[src/rtl/msc_pkg.sv]
package msc_pkg;
    typedef enum logic [1:0] {
        ST_OFF = 2'd0,
        ST_ON  = 2'd1,
        ST_GAP = 2'd2
    } seq_state_t;
endpackage

[src/rtl/msc_input_latch.sv]
module msc_input_latch #(
    parameter int ADDR_W = 4
) (
    input  logic              clk,
    input  logic              rst,
    input  logic              strobe,
    input  logic [ADDR_W-1:0] addr,
    input  logic              en,
    input  logic              cs,
    input  logic              cs_n,
    output logic              req_valid,
    output logic [ADDR_W-1:0] req_addr
);
    // Follows the inputs while strobe is high, holds while it is low.
    always_ff @(posedge clk) begin
        if (rst) begin
            req_valid <= 1'b0;
            req_addr  <= '0;
        end else if (strobe) begin
            req_valid <= en & cs & ~cs_n;
            req_addr  <= addr;
        end
    end
endmodule

[src/rtl/msc_sequencer.sv]
module msc_sequencer
    import msc_pkg::*;
#(
    parameter int ADDR_W     = 4,
    parameter int BBM_CYCLES = 2
) (
    input  logic              clk,
    input  logic              rst,
    input  logic              req_valid,
    input  logic [ADDR_W-1:0] req_addr,
    output logic              conn,
    output logic [ADDR_W-1:0] conn_addr
);
    localparam int CNT_W = (BBM_CYCLES < 2) ? 1 : $clog2(BBM_CYCLES);
    localparam logic [CNT_W-1:0] GAP_LAST = CNT_W'(BBM_CYCLES - 1);

    seq_state_t        state_q, state_d;
    logic [ADDR_W-1:0] cur_q, cur_d;
    logic [CNT_W-1:0]  cnt_q, cnt_d;

    // State register
    always_ff @(posedge clk) begin
        if (rst) begin
            state_q <= ST_OFF;
            cur_q   <= '0;
            cnt_q   <= '0;
        end else begin
            state_q <= state_d;
            cur_q   <= cur_d;
            cnt_q   <= cnt_d;
        end
    end

    // Next-state logic
    always_comb begin
        state_d = state_q;
        cur_d   = cur_q;
        cnt_d   = cnt_q;
        unique case (state_q)
            ST_OFF: begin
                if (req_valid) begin
                    cur_d   = req_addr;
                    state_d = ST_ON;
                end
            end
            ST_ON: begin
                if (!req_valid) begin
                    state_d = ST_OFF;
                end else if (req_addr != cur_q) begin
                    state_d = ST_GAP;
                    cnt_d   = '0;
                end
            end
            ST_GAP: begin
                if (cnt_q == GAP_LAST) begin
                    if (req_valid) begin
                        cur_d   = req_addr;
                        state_d = ST_ON;
                    end else begin
                        state_d = ST_OFF;
                    end
                end else begin
                    cnt_d = cnt_q + 1'b1;
                end
            end
            default: state_d = ST_OFF;
        endcase
    end

    // Outputs
    always_comb begin
        conn      = (state_q == ST_ON);
        conn_addr = cur_q;
    end
endmodule

[src/rtl/msc_gate_drive.sv]
module msc_gate_drive #(
    parameter int N_CH      = 16,
    parameter int BANK_SIZE = 8,
    parameter int ADDR_W    = 4,
    parameter int N_BANK    = 2
) (
    input  logic              conn,
    input  logic [ADDR_W-1:0] conn_addr,
    output logic [N_CH-1:0]   ch_ser_in,
    output logic [N_CH-1:0]   ch_ser_out,
    output logic [N_CH-1:0]   ch_shunt,
    output logic [N_BANK-1:0] bank_ser
);
    localparam int CELL_W = $clog2(BANK_SIZE);
    localparam int BANK_W = ADDR_W - CELL_W;

    logic [BANK_W-1:0] bank_idx;
    assign bank_idx = conn_addr[ADDR_W-1:CELL_W];

    for (genvar i = 0; i < N_CH; i++) begin : g_cell
        logic pick;
        assign pick          = conn && (conn_addr == ADDR_W'(i));
        assign ch_ser_in[i]  = pick;
        assign ch_ser_out[i] = pick;
        assign ch_shunt[i]   = ~pick;
    end

    for (genvar b = 0; b < N_BANK; b++) begin : g_bank
        assign bank_ser[b] = conn && (bank_idx == BANK_W'(b));
    end
endmodule

[src/rtl/mux_switch_ctrl.sv]
module mux_switch_ctrl #(
    parameter int N_CH       = 16,
    parameter int BANK_SIZE  = 8,
    parameter int BBM_CYCLES = 2,
    localparam int ADDR_W    = $clog2(N_CH),
    localparam int N_BANK    = N_CH / BANK_SIZE
) (
    input  logic              clk,
    input  logic              rst,
    input  logic              strobe,
    input  logic [ADDR_W-1:0] addr,
    input  logic              en,
    input  logic              cs,
    input  logic              cs_n,
    output logic [N_CH-1:0]   ch_ser_in,
    output logic [N_CH-1:0]   ch_ser_out,
    output logic [N_CH-1:0]   ch_shunt,
    output logic [N_BANK-1:0] bank_ser,
    output logic              any_on
);
    logic              req_valid;
    logic [ADDR_W-1:0] req_addr;
    logic              conn;
    logic [ADDR_W-1:0] conn_addr;

    msc_input_latch #(.ADDR_W(ADDR_W)) u_latch (
        .clk(clk), .rst(rst), .strobe(strobe), .addr(addr),
        .en(en), .cs(cs), .cs_n(cs_n),
        .req_valid(req_valid), .req_addr(req_addr)
    );

    msc_sequencer #(.ADDR_W(ADDR_W), .BBM_CYCLES(BBM_CYCLES)) u_seq (
        .clk(clk), .rst(rst), .req_valid(req_valid), .req_addr(req_addr),
        .conn(conn), .conn_addr(conn_addr)
    );

    msc_gate_drive #(
        .N_CH(N_CH), .BANK_SIZE(BANK_SIZE), .ADDR_W(ADDR_W), .N_BANK(N_BANK)
    ) u_drive (
        .conn(conn), .conn_addr(conn_addr),
        .ch_ser_in(ch_ser_in), .ch_ser_out(ch_ser_out),
        .ch_shunt(ch_shunt), .bank_ser(bank_ser)
    );

    assign any_on = conn;
endmodule

[config.mk]
export PLATFORM = sky130hd
export DESIGN_NAME = mux_switch_ctrl
export DESIGN_NICKNAME = d
export VERILOG_FILES = /design/src/rtl/msc_pkg.sv /design/src/rtl/msc_input_latch.sv /design/src/rtl/msc_sequencer.sv /design/src/rtl/msc_gate_drive.sv /design/src/rtl/mux_switch_ctrl.sv
export SDC_FILE = /design/constraint.sdc
export NUM_CORES = 1
export LEC_CHECK = 0
export BUFFER_PORTS_ARGS = -buffer_cell sky130_fd_sc_hd__buf_4
export CAP_MARGIN = 5
export CELL_PAD_IN_SITES_DETAIL_PLACEMENT = 1
export CELL_PAD_IN_SITES_GLOBAL_PLACEMENT = 1
export CORE_MARGIN = 1
export CORE_UTILIZATION = 29
export CTS_CLUSTER_DIAMETER = 100
export DETAILED_ROUTE_END_ITERATION = 10
export HOLD_SLACK_MARGIN = 0.08
export PLACE_DENSITY_LB_ADDON = 0.1
export RECOVER_POWER = 50
export SLEW_MARGIN = 5
export SYNTH_ARGS = -nofsm -noshare
export SYNTH_HDL_FRONTEND = slang
export SYNTH_SLANG_ARGS = --single-unit
[constraint.sdc]
create_clock -name clk -period 1.7 [get_ports clk]
set_input_delay 0.255 -clock clk [delete_from_list [all_inputs] [get_ports clk]]
set_output_delay 0.255 -clock clk [all_outputs]
set_load 0.05 [all_outputs]
* Word level (Yosys, flattened, before mapping)
Index checks and enable logic that the tools add are counted.
** Operators by class
- Add/sub/neg operators :: 1
- Equality and inequality tests :: 23
- Muxes and demuxes :: 13
- Bitwise logic cells :: 20
- Reduce and logical (&&, ||, !) cells :: 25
** Operators by type and width (number)
- == test 4 bit (second input constant) :: 8
- logical AND 1 bit :: 18
- NOT 1 bit :: 18
- == test 4 x 3 -> 1 bit (second input constant) :: 4
- == test 4 x 2 -> 1 bit (second input constant) :: 2
- 2-to-1 mux 2 bit :: 4
- 2-to-1 mux 4 bit :: 2
- one-hot mux 4 bit (2 select lines) :: 1
- != test 2 bit (second input constant) :: 3
- one-hot mux 2 bit (3 select lines) :: 1
- AND reduction 3 bit :: 2
- == test 4 x 1 -> 1 bit (second input constant) :: 1
- logical NOT 4 bit :: 1
- 2-to-1 mux 1 bit :: 4
- != test 4 bit :: 1
- nonzero test 2 bit :: 2
- != test 3 bit (second input constant) :: 1
- bitwise AND 1 bit :: 2
- == test 2 x 1 -> 1 bit (second input constant) :: 1
- == test 2 bit (second input constant) :: 1
- logical NOT 2 bit :: 1
- != test 2 x 1 -> 1 bit (second input constant) :: 1
- one-hot mux 1 bit (2 select lines) :: 1
- AND reduction 2 bit :: 1
- adder 1 bit (second input constant) :: 1
** Storage, ports and cells
- Register bits :: 12
- Input bits :: 10
- Output and inout port bits :: 51
- Logic and storage cells :: 87

* Depth between registers and ports, before layout
Gate-level depths: netlist of the first run.
- Depth after elaboration :: 4
- Gate-level depth with buffers :: 5
- Mapped depth without buffers :: 3

* Hierarchy
Synthesis of the first run repeated with hierarchy kept, for this count alone.
** Unflattened totals
- Cell total of the unflattened synthesis :: 135
- Area total of the unflattened synthesis :: 1038.5 um^2
** Modules (own cells, without submodules)
- msc_gate_drive :: times used 1, cells each 82, area an instance 499.2 um^2, sequential area each 0.0 um^2
- msc_sequencer :: times used 1, cells each 36, area an instance 349.1 um^2, sequential area each 140.1 um^2
- msc_input_latch :: times used 1, cells each 17, area an instance 190.2 um^2, sequential area each 100.1 um^2

* Worst setup path after synthesis of the first run
OpenSTA, ideal clock, no wires.
- Kind :: flip-flop to output port
- Start :: reg u_seq.cur_q[3] (netlist: u_seq.conn_addr[3])
- End :: out ch_shunt[7]
- Data arrival time :: 1.896 ns
- Data required time :: 1.445 ns
- Path slack :: -0.451 ns
- Stages on the path, launching flop included :: 5
- Buffers on the path :: 1
- Path through :: dfxtp_1 > buf_6 > nor3b_2 > and2_2 > nand3_1
** Between the ends
- Cells in the longest elaborated chain, start to end :: 3
** Ends and longest elaborated chain
- from (decl) :: line msc_sequencer.sv:18 : logic [ADDR_W-1:0] cur_q, cur_d;
- from (signal assigned) :: line msc_sequencer.sv:29 : cur_q <= cur_d;
- == test 4 x 3 -> 1 bit :: line msc_gate_drive.sv:22 : assign pick = conn && (conn_addr == ADDR_W'(i));
- logical AND 1 bit :: line msc_gate_drive.sv:22
- NOT 1 bit :: line msc_gate_drive.sv:25 : assign ch_shunt[i] = ~pick;
- to (decl) :: line mux_switch_ctrl.sv:17 : output logic [N_CH-1:0] ch_shunt,
No other way between the ends.

* Worst setup path in the final report of the first run
- Start :: reg u_seq.state_q[0]
- End :: out ch_shunt[11]
** Between the ends
- Cells in the longest elaborated chain, start to end :: 3
** Ends and longest elaborated chain
- from (decl) :: line msc_sequencer.sv:17 : seq_state_t state_q, state_d;
- from (signal assigned) :: line msc_sequencer.sv:28 : state_q <= state_d;
- == test 2 x 1 -> 1 bit :: line msc_sequencer.sv:72 : conn = (state_q == ST_ON);
- logical AND 1 bit :: line msc_gate_drive.sv:22
- NOT 1 bit :: line msc_gate_drive.sv:25
No other way between the ends.

==> results.sh, run 1 <==
export IMPL_fin_ws_ns=-0.0292
export IMPL_path_clk_slew_ns=0.07
export IMPL_syn_nets=148
export IMPL_multi_input_area_um2=698
export IMPL_crit_fanout=7
export IMPL_gr_total_overflow=0
export IMPL_setup_viol=17
export IMPL_maxCapViolations=0
export IMPL_drtAntennaViolNets=0
export IMPL_r2r_slack_ns=0.48
export IMPL_fp_dieH_um=62.0
export IMPL_tritoncts="done"
export IMPL_place_area_um2=1370
export IMPL_totalWireLength_um=3030
export IMPL_status="finished, violations left"
export IMPL_dr_pass1_iters=4
export IMPL_skew_ns=0.00364
export IMPL_reg2reg_to="u_seq.conn_addr[3]"
export IMPL_r2r_start="u_seq.state_q[1]"
export IMPL_min_delay_path_depth=3
export IMPL_dpl_hpwl_um=2200
export IMPL_cts_sinks=12
export IMPL_place_ws_ns=0.108
export IMPL_cts_hold_buf=0
export IMPL_min_delay_start="addr[2]"
export IMPL_ys_types=32
export IMPL_rows=21
export IMPL_synthCells=138
export IMPL_crit_type="reg -> out"
export IMPL_required_ns=1.44
export IMPL_final_min_clock_period_ns=1.73
export IMPL_final_common_cell="buf_4"
export IMPL_irDropWorstVdd_uv=236
export IMPL_synthArstFlopShare_pct=0
export IMPL_hold_violations=0
export IMPL_rr_worst_depth=4
export IMPL_synth_seq_cells=12
export IMPL_critPathLaunchType="flip-flop"
export IMPL_cts_root_buf="clkbuf_4"
export IMPL_drc=0
export IMPL_ios=61
export IMPL_syn_area_per_cell_um2=7.55
export IMPL_crit_path_cell_trace="nor2b_4, buf_4, and3b_2, nand3_1, buf_6"
export IMPL_design_area_um2=1730
export IMPL_slew_violations=0
export IMPL_antenna_cells=0
export IMPL_holdPathEnd="u_latch.req_addr[2]"
export IMPL_dieWidth_um=62.0
export IMPL_powerDensity_nw_per_um2=310
export IMPL_htreeDepth=1
export IMPL_synth_top_area_share_pct=23.0
export IMPL_violations="setup timing"
export IMPL_port_buffers=60
export IMPL_relSlewSlack_pct=70.7
export IMPL_grt_pass1_wl_um=4510
export IMPL_period_share_pct=102
export IMPL_fin_util_pct=51.2
export IMPL_synth_area_um2=1040
export IMPL_finalPower_w=0.000537
export IMPL_cts_buffers=3
export IMPL_start_util_pct=30.7
export IMPL_arrival_ns=1.47
export IMPL_yosys_area_top_type="dfxtp_1"
export IMPL_hold_path_class="in -> reg"
export IMPL_drive_above_1_share_pct=64.5
export IMPL_critical_path_max_stage_delay_ns=0.36
export IMPL_p_leak_nw=0.699
export IMPL_synth_edf_count=0
export IMPL_seq_area_frac_synth_pct=23.0
export IMPL_rsz0062_at_grt="true"
export IMPL_track_usage_pct=16.2
export IMPL_grt_antenna_before_repair=0
export IMPL_die_area_um2=3840
export IMPL_mostFrequentLayoutCells="36 x buf_4, 23 x buf_6, 11 x nor2_1, 11 x buf_8, 7 x nand2_1"
export IMPL_fin_nets=184
export IMPL_critPathSlowestCell="dfxtp_2"
export IMPL_seqCellArea_um2=258
export IMPL_nFillCells=387
export IMPL_gp_congestion=0.692
export IMPL_vias=999
export IMPL_worst_pin_slew_ns=0.438
export IMPL_netlist_top_cells_area="dfxtp_1 23%, buf_4 23%, nor2_1 6.5%"
export IMPL_cp_end_kind="primary output"
export IMPL_cts_buffer_depth=2
export IMPL_ys_warn_count=0
export IMPL_wl_per_cell_um=13.9
export IMPL_grt_pass1_vias=960
export IMPL_area_delta_synth_final_pct=66.4
export IMPL_routed_via_density=4.58
export IMPL_ys_flop_type="dfxtp_1"
export IMPL_grt_start_max_net_pins=15
export IMPL_fp_coreArea_um2=3390
export IMPL_fin_setup_tns_ns=-0.214
export IMPL_fmax_ghz=0.578
export IMPL_drt_initial_drc_count=16
export IMPL_clk_latency_ns=0.27
[flip-flops by register name, summed over array words and instances, names as in the netlist]
name	count
u_seq.state_q	2
u_latch.req_addr	4
u_seq.conn_addr	4
u_latch.req_valid	1
u_seq.cnt_q	1
[layout make-up]
class,instances,share of cell area (%)
Clock buffer,3,1.30
Inverter,1,0.216
Multi-Input combinational cell,86,40.3
Sequential cell,12,14.9
Tap cell,46,3.32
Timing Repair Buffer,70,40.0
[how the worst max path moves through the flow]
stage | start | end | cells past startpoint
floorplan | u_seq.conn_addr[3] | ch_shunt[0] | 4
global route | u_seq.state_q[0] | ch_shunt[11] | 5
detailed placement | u_seq.state_q[0] | ch_ser_out[12] | 4
global placement | u_seq.state_q[0] | ch_shunt[15] | 5
finish | u_seq.state_q[0] | ch_shunt[11] | 5
CTS | u_seq.state_q[0] | ch_shunt[11] | 5
[critical path, delay by kind of cell (launching register included)]
family,cells,cell delay (ns)
AND/OR/NAND/NOR,3,0.51
flip-flops,1,0.36
buffers and inverters,2,0.33
[synth_stat cells, drive strengths merged, types with 2 or more instances]
library cell	n
nand3b	2
nor3	4
nand2b	5
o21ai	4
and3b	2
nand3	5
or3b	4
buf	37
mux2i	4
clkbuf	2
and2	2
xnor2	4
nor2	18
nand2	14
a21oi	6
dfxtp	12
nor2b	4
[per-stage QoR]
step | hold slack, ns | cells
detailed placement | 0.500 | 209
finish | 0.222 | 218
CTS | 0.210 | 216
global route | 0.237 | 218
global placement | 0.487 | 209
floorplan | 0.375 | 138
[where the power goes]
group	internal, W	total [W]	switching, W
registers	0.000282	0.000292	0.00000922
logic	0.0000367	0.0000721	0.0000354
clock network	0.0000819	0.000174	0.0000917
[what timing repair did]
item	in CTS	in global routing
pin swaps	5	0
buffers inserted	4	2
setup endpoints to repair	48	48
gates resized for setup	59	21
[layer usage]
| metal | wire, um | track usage [%] | vias to the layer above | share of wire [%] |
|---|---|---|---|---|
| met4 | 13 | 5.71 | 0 | 0.43 |
| li1 | - | - | 496 | - |
| met1 | 1220 | 18.5 | 467 | 40 |
| met2 | 1680 | 30.9 | 34 | 55 |
| met5 | 0 | 0 | - | 0 |
| met3 | 115 | 1.86 | 2 | 3.8 |
[kinds of logic (layout without fill, tap and decap cells)]
| kind of cell | after synthesis | in the layout | share of synthesized area [%] |
|---|---|---|---|
| and+or+nand+nor | 65 | 65 | 35.2 |
| buffers and inverters | 40 | 74 | 27.1 |
| AOI/OAI and AO/OA | 13 | 13 | 7.44 |
| DFF | 12 | 12 | 23.0 |
| xor gates and xnor gates | 4 | 4 | 3.36 |
| muxes | 4 | 4 | 3.84 |
Note: power is estimated with default switching activity, not from simulation.
==> run 2: changes to the inputs <==
--- a/config.mk
+++ b/config.mk
@@ -14,7 +14,7 @@
 export CTS_CLUSTER_DIAMETER = 100
 export DETAILED_ROUTE_END_ITERATION = 10
 export HOLD_SLACK_MARGIN = 0.08
-export PLACE_DENSITY_LB_ADDON = 0.1
+export PLACE_DENSITY_LB_ADDON = 0.12
 export RECOVER_POWER = 50
 export SLEW_MARGIN = 5
 export SYNTH_ARGS = -nofsm -noshare
==> results.sh, run 2 (synthesis gave the netlist of run 1 again) <==
export IMPL_setup_viol=4
export IMPL_worst_pin_slew_ns=0.498
export IMPL_dieWidth_um=62.0
export IMPL_drc=0
export IMPL_dr_pass1_iters=2
export IMPL_grt_start_max_net_pins=15
export IMPL_critPathLaunchType="flip-flop"
export IMPL_port_buffers=60
export IMPL_cts_sinks=12
export IMPL_totalWireLength_um=3140
export IMPL_violations="setup timing"
export IMPL_min_delay_start="addr[2]"
export IMPL_cp_end_kind="primary output"
export IMPL_final_min_clock_period_ns=1.71
export IMPL_finalPower_w=0.000538
export IMPL_final_common_cell="buf_4"
export IMPL_mostFrequentLayoutCells="33 x buf_4, 26 x buf_6, 10 x nor2_1"
export IMPL_start_util_pct=30.7
export IMPL_p_leak_nw=0.703
export IMPL_fin_setup_tns_ns=-0.0108
export IMPL_cts_hold_buf=0
export IMPL_hold_violations=0
export IMPL_crit_type="reg -> out"
export IMPL_track_usage_pct=15.2
export IMPL_r2r_slack_ns=0.34
export IMPL_grt_pass1_wl_um=4280
export IMPL_status="finished, violations left"
export IMPL_wl_per_cell_um=14.5
export IMPL_drt_initial_drc_count=12
export IMPL_gr_total_overflow=0
export IMPL_rr_worst_depth=4
export IMPL_tritoncts="done"
export IMPL_drtAntennaViolNets=0
export IMPL_cts_buffer_depth=2
export IMPL_htreeDepth=1
export IMPL_path_clk_slew_ns=0.07
export IMPL_fin_nets=182
export IMPL_gp_congestion=0.734
export IMPL_arrival_ns=1.45
export IMPL_reg2reg_to="u_seq.conn_addr[2]"
export IMPL_fp_dieH_um=62.0
export IMPL_fin_ws_ns=-0.00857
export IMPL_irDropWorstVdd_uv=241
export IMPL_r2r_start="u_seq.state_q[1]"
export IMPL_fp_coreArea_um2=3390
export IMPL_dpl_hpwl_um=2270
export IMPL_holdPathEnd="u_latch.req_addr[2]"
export IMPL_grt_antenna_before_repair=0
export IMPL_cts_buffers=3
export IMPL_routed_via_density=4.73
export IMPL_slew_violations=0
export IMPL_rows=21
export IMPL_ios=61
export IMPL_period_share_pct=101
export IMPL_fmax_ghz=0.585
export IMPL_area_delta_synth_final_pct=61.1
export IMPL_powerDensity_nw_per_um2=321
export IMPL_crit_fanout=4
export IMPL_required_ns=1.44
export IMPL_skew_ns=0.00269
export IMPL_relSlewSlack_pct=66.7
export IMPL_hold_path_class="in -> reg"
export IMPL_grt_pass1_vias=936
export IMPL_clk_latency_ns=0.27
export IMPL_vias=1021
export IMPL_cts_root_buf="clkbuf_4"
export IMPL_maxCapViolations=0
export IMPL_antenna_cells=0
export IMPL_min_delay_path_depth=3
export IMPL_rsz0062_at_grt="true"
export IMPL_drive_above_1_share_pct=63.5
export IMPL_die_area_um2=3840
run 2: power by group:
part	internal (W)	leakage, nW	switching [W]
combinational	0.0000362	0.588	0.0000347
clock	0.0000821	0.0138	0.0000925
sequential	0.000284	0.102	0.00000889
total	0.000402	0.703	0.000136
run 2: worst max-delay path: stages, from the launching register on:
cell and delay [ns]:
dfxtp_2 0.35, nor2b_4 0.16, nand3b_1 0.19, nor3_2 0.23, buf_4 0.24
run 2: layout make-up:
cell class | instances | area [um^2]
Multi-Input combinational cell | 86 | 676
Fill cell | 371 | 1710
Timing Repair Buffer | 68 | 664
Tap cell | 46 | 57.6
Inverter | 1 | 3.75
Sequential cell | 12 | 255
Clock buffer | 3 | 22.5
run 2: worst max path at each step:
stage / startpoint / end / slack [ns]
3_5_place_dp: u_seq.conn_addr[0] / ch_shunt[13] / 0.10
3_3_place_gp: u_seq.conn_addr[0] / ch_shunt[8] / 0.12
6_report: u_seq.state_q[0] / ch_ser_out[8] / -0.009
4_1_cts: u_seq.state_q[1] / ch_ser_out[3] / -0.06
5_1_grt: u_seq.state_q[0] / ch_ser_out[8] / -0.09
2_1_floorplan: u_seq.conn_addr[3] / ch_shunt[0] / -0.09
run 2: what timing repair did:
| action | CTS | global route |
|---|---|---|
| pin swaps | 2 | 6 |
| endpoints found under the setup margin | 48 | 41 |
| setup buffers | 2 | 1 |
| gates resized for setup | 32 | 43 |
run 2: stage by stage:
step                cell area [um^2]  hold WS, ns  std cells  worst slack [ns]  utilization [%]
floorplan                       1110        0.375        138           -0.0861                -
global placement                1380        0.491        210             0.123             40.7
detailed placement              1380        0.500        210             0.101             40.7
CTS                             1510        0.206        215           -0.0610             44.6
global route                    1680        0.233        216           -0.0929             49.5
finish                          1680        0.212        216          -0.00857             49.5
run 2: layer usage:
layer	share of wire (%)	global-route usage [%]	vias to the layer above
met3	4.9	2.07	4
met2	57	29.8	35
met5	0	0	-
met4	0.67	4.76	0
met1	38	16.5	489
li1	-	-	493
==> run 3: changes to the inputs <==
--- a/config.mk
+++ b/config.mk
@@ -19,4 +19,5 @@
 export SLEW_MARGIN = 5
 export SYNTH_ARGS = -nofsm -noshare
 export SYNTH_HDL_FRONTEND = slang
+export SYNTH_HIERARCHICAL = 1
 export SYNTH_SLANG_ARGS = --single-unit
==> results.sh, run 3 <==
export IMPL_arrival_ns=1.58
export IMPL_crit_type="reg -> out"
export IMPL_synthMuxAreaShare_pct=3.86
export IMPL_required_ns=1.44
export IMPL_route_met3_wl_um=160
export IMPL_totalWireLength_um=3140
export IMPL_netlist_top_cells_area="dfxtp_1 23%, buf_4 23%, nor2_1 6.1%"
export IMPL_critPathLaunchType="flip-flop"
export IMPL_status="finished, violations left"
export IMPL_synth_seq_cells=12
export IMPL_antenna_cells=0
export IMPL_fin_ws_ns=-0.136
export IMPL_finalPower_w=0.000541
export IMPL_maxCapViolations=0
export IMPL_final_min_clock_period_ns=1.84
export IMPL_synthArstFlopShare_pct=0
export IMPL_cts_buffer_depth=2
export IMPL_slew_violations=0
export IMPL_grt_pass1_wl_um=4080
export IMPL_p_leak_nw=0.688
export IMPL_drc=0
export IMPL_ys_flop_type="dfxtp_1"
export IMPL_die_area_um2=3820
export IMPL_cp_top_family="simple AND/OR/NAND/NOR gates"
export IMPL_wl_per_cell_um=14.4
export IMPL_place_ws_ns=0.0887
export IMPL_top_layer_used="met3"
export IMPL_synth_top_family_by_area="simple AND/OR/NAND/NOR gates"
export IMPL_violations="setup timing"
export IMPL_rows=21
export IMPL_hold_path_class="in -> reg"
export IMPL_drt_initial_drc_count=25
export IMPL_fmax_ghz=0.545
export IMPL_fin_nets=184
export IMPL_critPathBufInv=1
export IMPL_place_area_um2=1330
export IMPL_fin_cells=218
export IMPL_yosys_area_share_xor_xnor_pct=3.37
export IMPL_synth_top_area_share_pct=23.1
export IMPL_worst_pin_slew_ns=0.386
export IMPL_gr_total_overflow=0
export IMPL_clk_latency_ns=0.27
export IMPL_fp_dieH_um=61.8
export IMPL_cts_hold_buf=0
export IMPL_nFillCells=364
export IMPL_drive_above_1_share_pct=67.4
export IMPL_crit_path_cell_trace="nor2b_4, or3b_4, nor2_2, buf_6"
export IMPL_wl_met2_um=1660
export IMPL_design_area_um2=1790
export IMPL_place_inst=209
export IMPL_synth_compound_area_share_pct=7.95
export IMPL_start_util_pct=30.6
export IMPL_grt_pass1_vias=912
export IMPL_synthCells=135
export IMPL_synth_common_cells="32 x buf_4, 17 x nor2_1, 13 x nand2_1, 12 x dfxtp_1, 6 x nand3_1"
export IMPL_irDropWorstVdd_uv=320
export IMPL_crit_fanout=4
export IMPL_vias=1031
export IMPL_gp_congestion=0.702
export IMPL_dieWidth_um=61.8
export IMPL_rsz0062_at_grt="true"
export IMPL_hold_violations=0
export IMPL_synth_adder_area_share_pct=0
export IMPL_port_buffers=60
export IMPL_skew_ns=0.00185
export IMPL_tritoncts="done"
export IMPL_synth_simple_area_share_pct=35.4
export IMPL_routed_via_density=4.73
export IMPL_grt_start_max_net_pins=14
export IMPL_critPathSlowestCell="or3b_4"
export IMPL_final_common_cell="buf_6"
export IMPL_grt_antenna_before_repair=0
export IMPL_relSlewSlack_pct=74.3
export IMPL_ys_types=33
export IMPL_synth_most_common_cell="buf_4"
export IMPL_seq_area_frac_synth_pct=23.1
export IMPL_synth_edf_count=0
export IMPL_hold_ws_ns=0.225
export IMPL_synth_area_um2=1040
export IMPL_ios=61
export IMPL_dpl_hpwl_um=2140
export IMPL_yosys_area_top_type="dfxtp_1"
export IMPL_cts_root_buf="clkbuf_4"
export IMPL_syn_nets=145
export IMPL_track_usage_pct=14.5
export IMPL_syn_area_per_cell_um2=7.69
export IMPL_critical_path_max_stage_delay_ns=0.45
export IMPL_cts_buffers=3
export IMPL_path_clk_slew_ns=0.08
export IMPL_area_delta_synth_final_pct=72.0
export IMPL_fp_coreArea_um2=3390
export IMPL_setup_viol=34
export IMPL_cp_end_kind="primary output"
export IMPL_dr_pass1_iters=4
export IMPL_ys_warn_count=6
export IMPL_htreeDepth=1
export IMPL_cts_sinks=12
export IMPL_drtAntennaViolNets=0
export IMPL_mostFrequentLayoutCells="32 x buf_6, 22 x buf_4, 16 x buf_8"
export IMPL_powerDensity_nw_per_um2=303
export IMPL_wl_met1_um=1320
export IMPL_period_share_pct=108
## run 3: tightest hold or removal path, stage by stage
cell     delay [ns]
buf_4          0.08
mux2i_1        0.05
nor2_1         0.07
## run 3: timing repair
item	4_1_cts	5_1_grt
gates resized for setup	62	49
setup buffers	6	1
setup endpoints to repair	47	48
pin swaps	4	3
## run 3: power breakdown
part           switching, W   total, W  internal [W]
Clock             0.0000925   0.000174     0.0000818
Sequential       0.00000860   0.000295      0.000287
Combinational     0.0000351  0.0000718     0.0000367
## run 3: through the flow
step                      TNS, ns  util, %
after floorplan            -0.995        -
after detailed placement        0     39.2
final                       -2.61     52.7
after global routing        -5.66     52.7
after CTS                   -2.42     47.4
after global placement          0     39.2
## run 3: final timing paths
path	start	endpoint	slack (ns)	depth (start not counted)
setup / recovery	u_seq/state_q[1]	ch_ser_in[3]	-0.14	4
hold / removal	addr[0]	u_latch/req_addr[0]	0.23	3
setup reg to reg	u_seq/conn_addr[1]	u_seq/state_q[1]	0.47	3
hold reg to reg	u_latch/req_addr[3]	u_latch/req_addr[3]	0.54	2
## run 3: area by class of cell
class                   count  area [um^2]  area share, %
clock buffers               3         22.5           1.26
multi-input cells          85          683           38.2
well taps                  46         57.6           3.22
inverters                   2         7.51          0.420
flip-flops and latches     12          250           14.0
repair buffers             70          766           42.9
## run 3: routing by layer
layer,track usage [%],vias to the layer above
met4,1.90,0
li1,-,505
met3,2.69,0
met5,0,-
met2,27.5,36
met1,17.2,490
## run 3: cell families after synthesis
logic type,Yosys count
AO/OA/AOI/OAI,13
flip-flops,12
buffers and inverters,38
AND/OR/NAND/NOR,64
XOR/XNOR,4
multiplexers,4
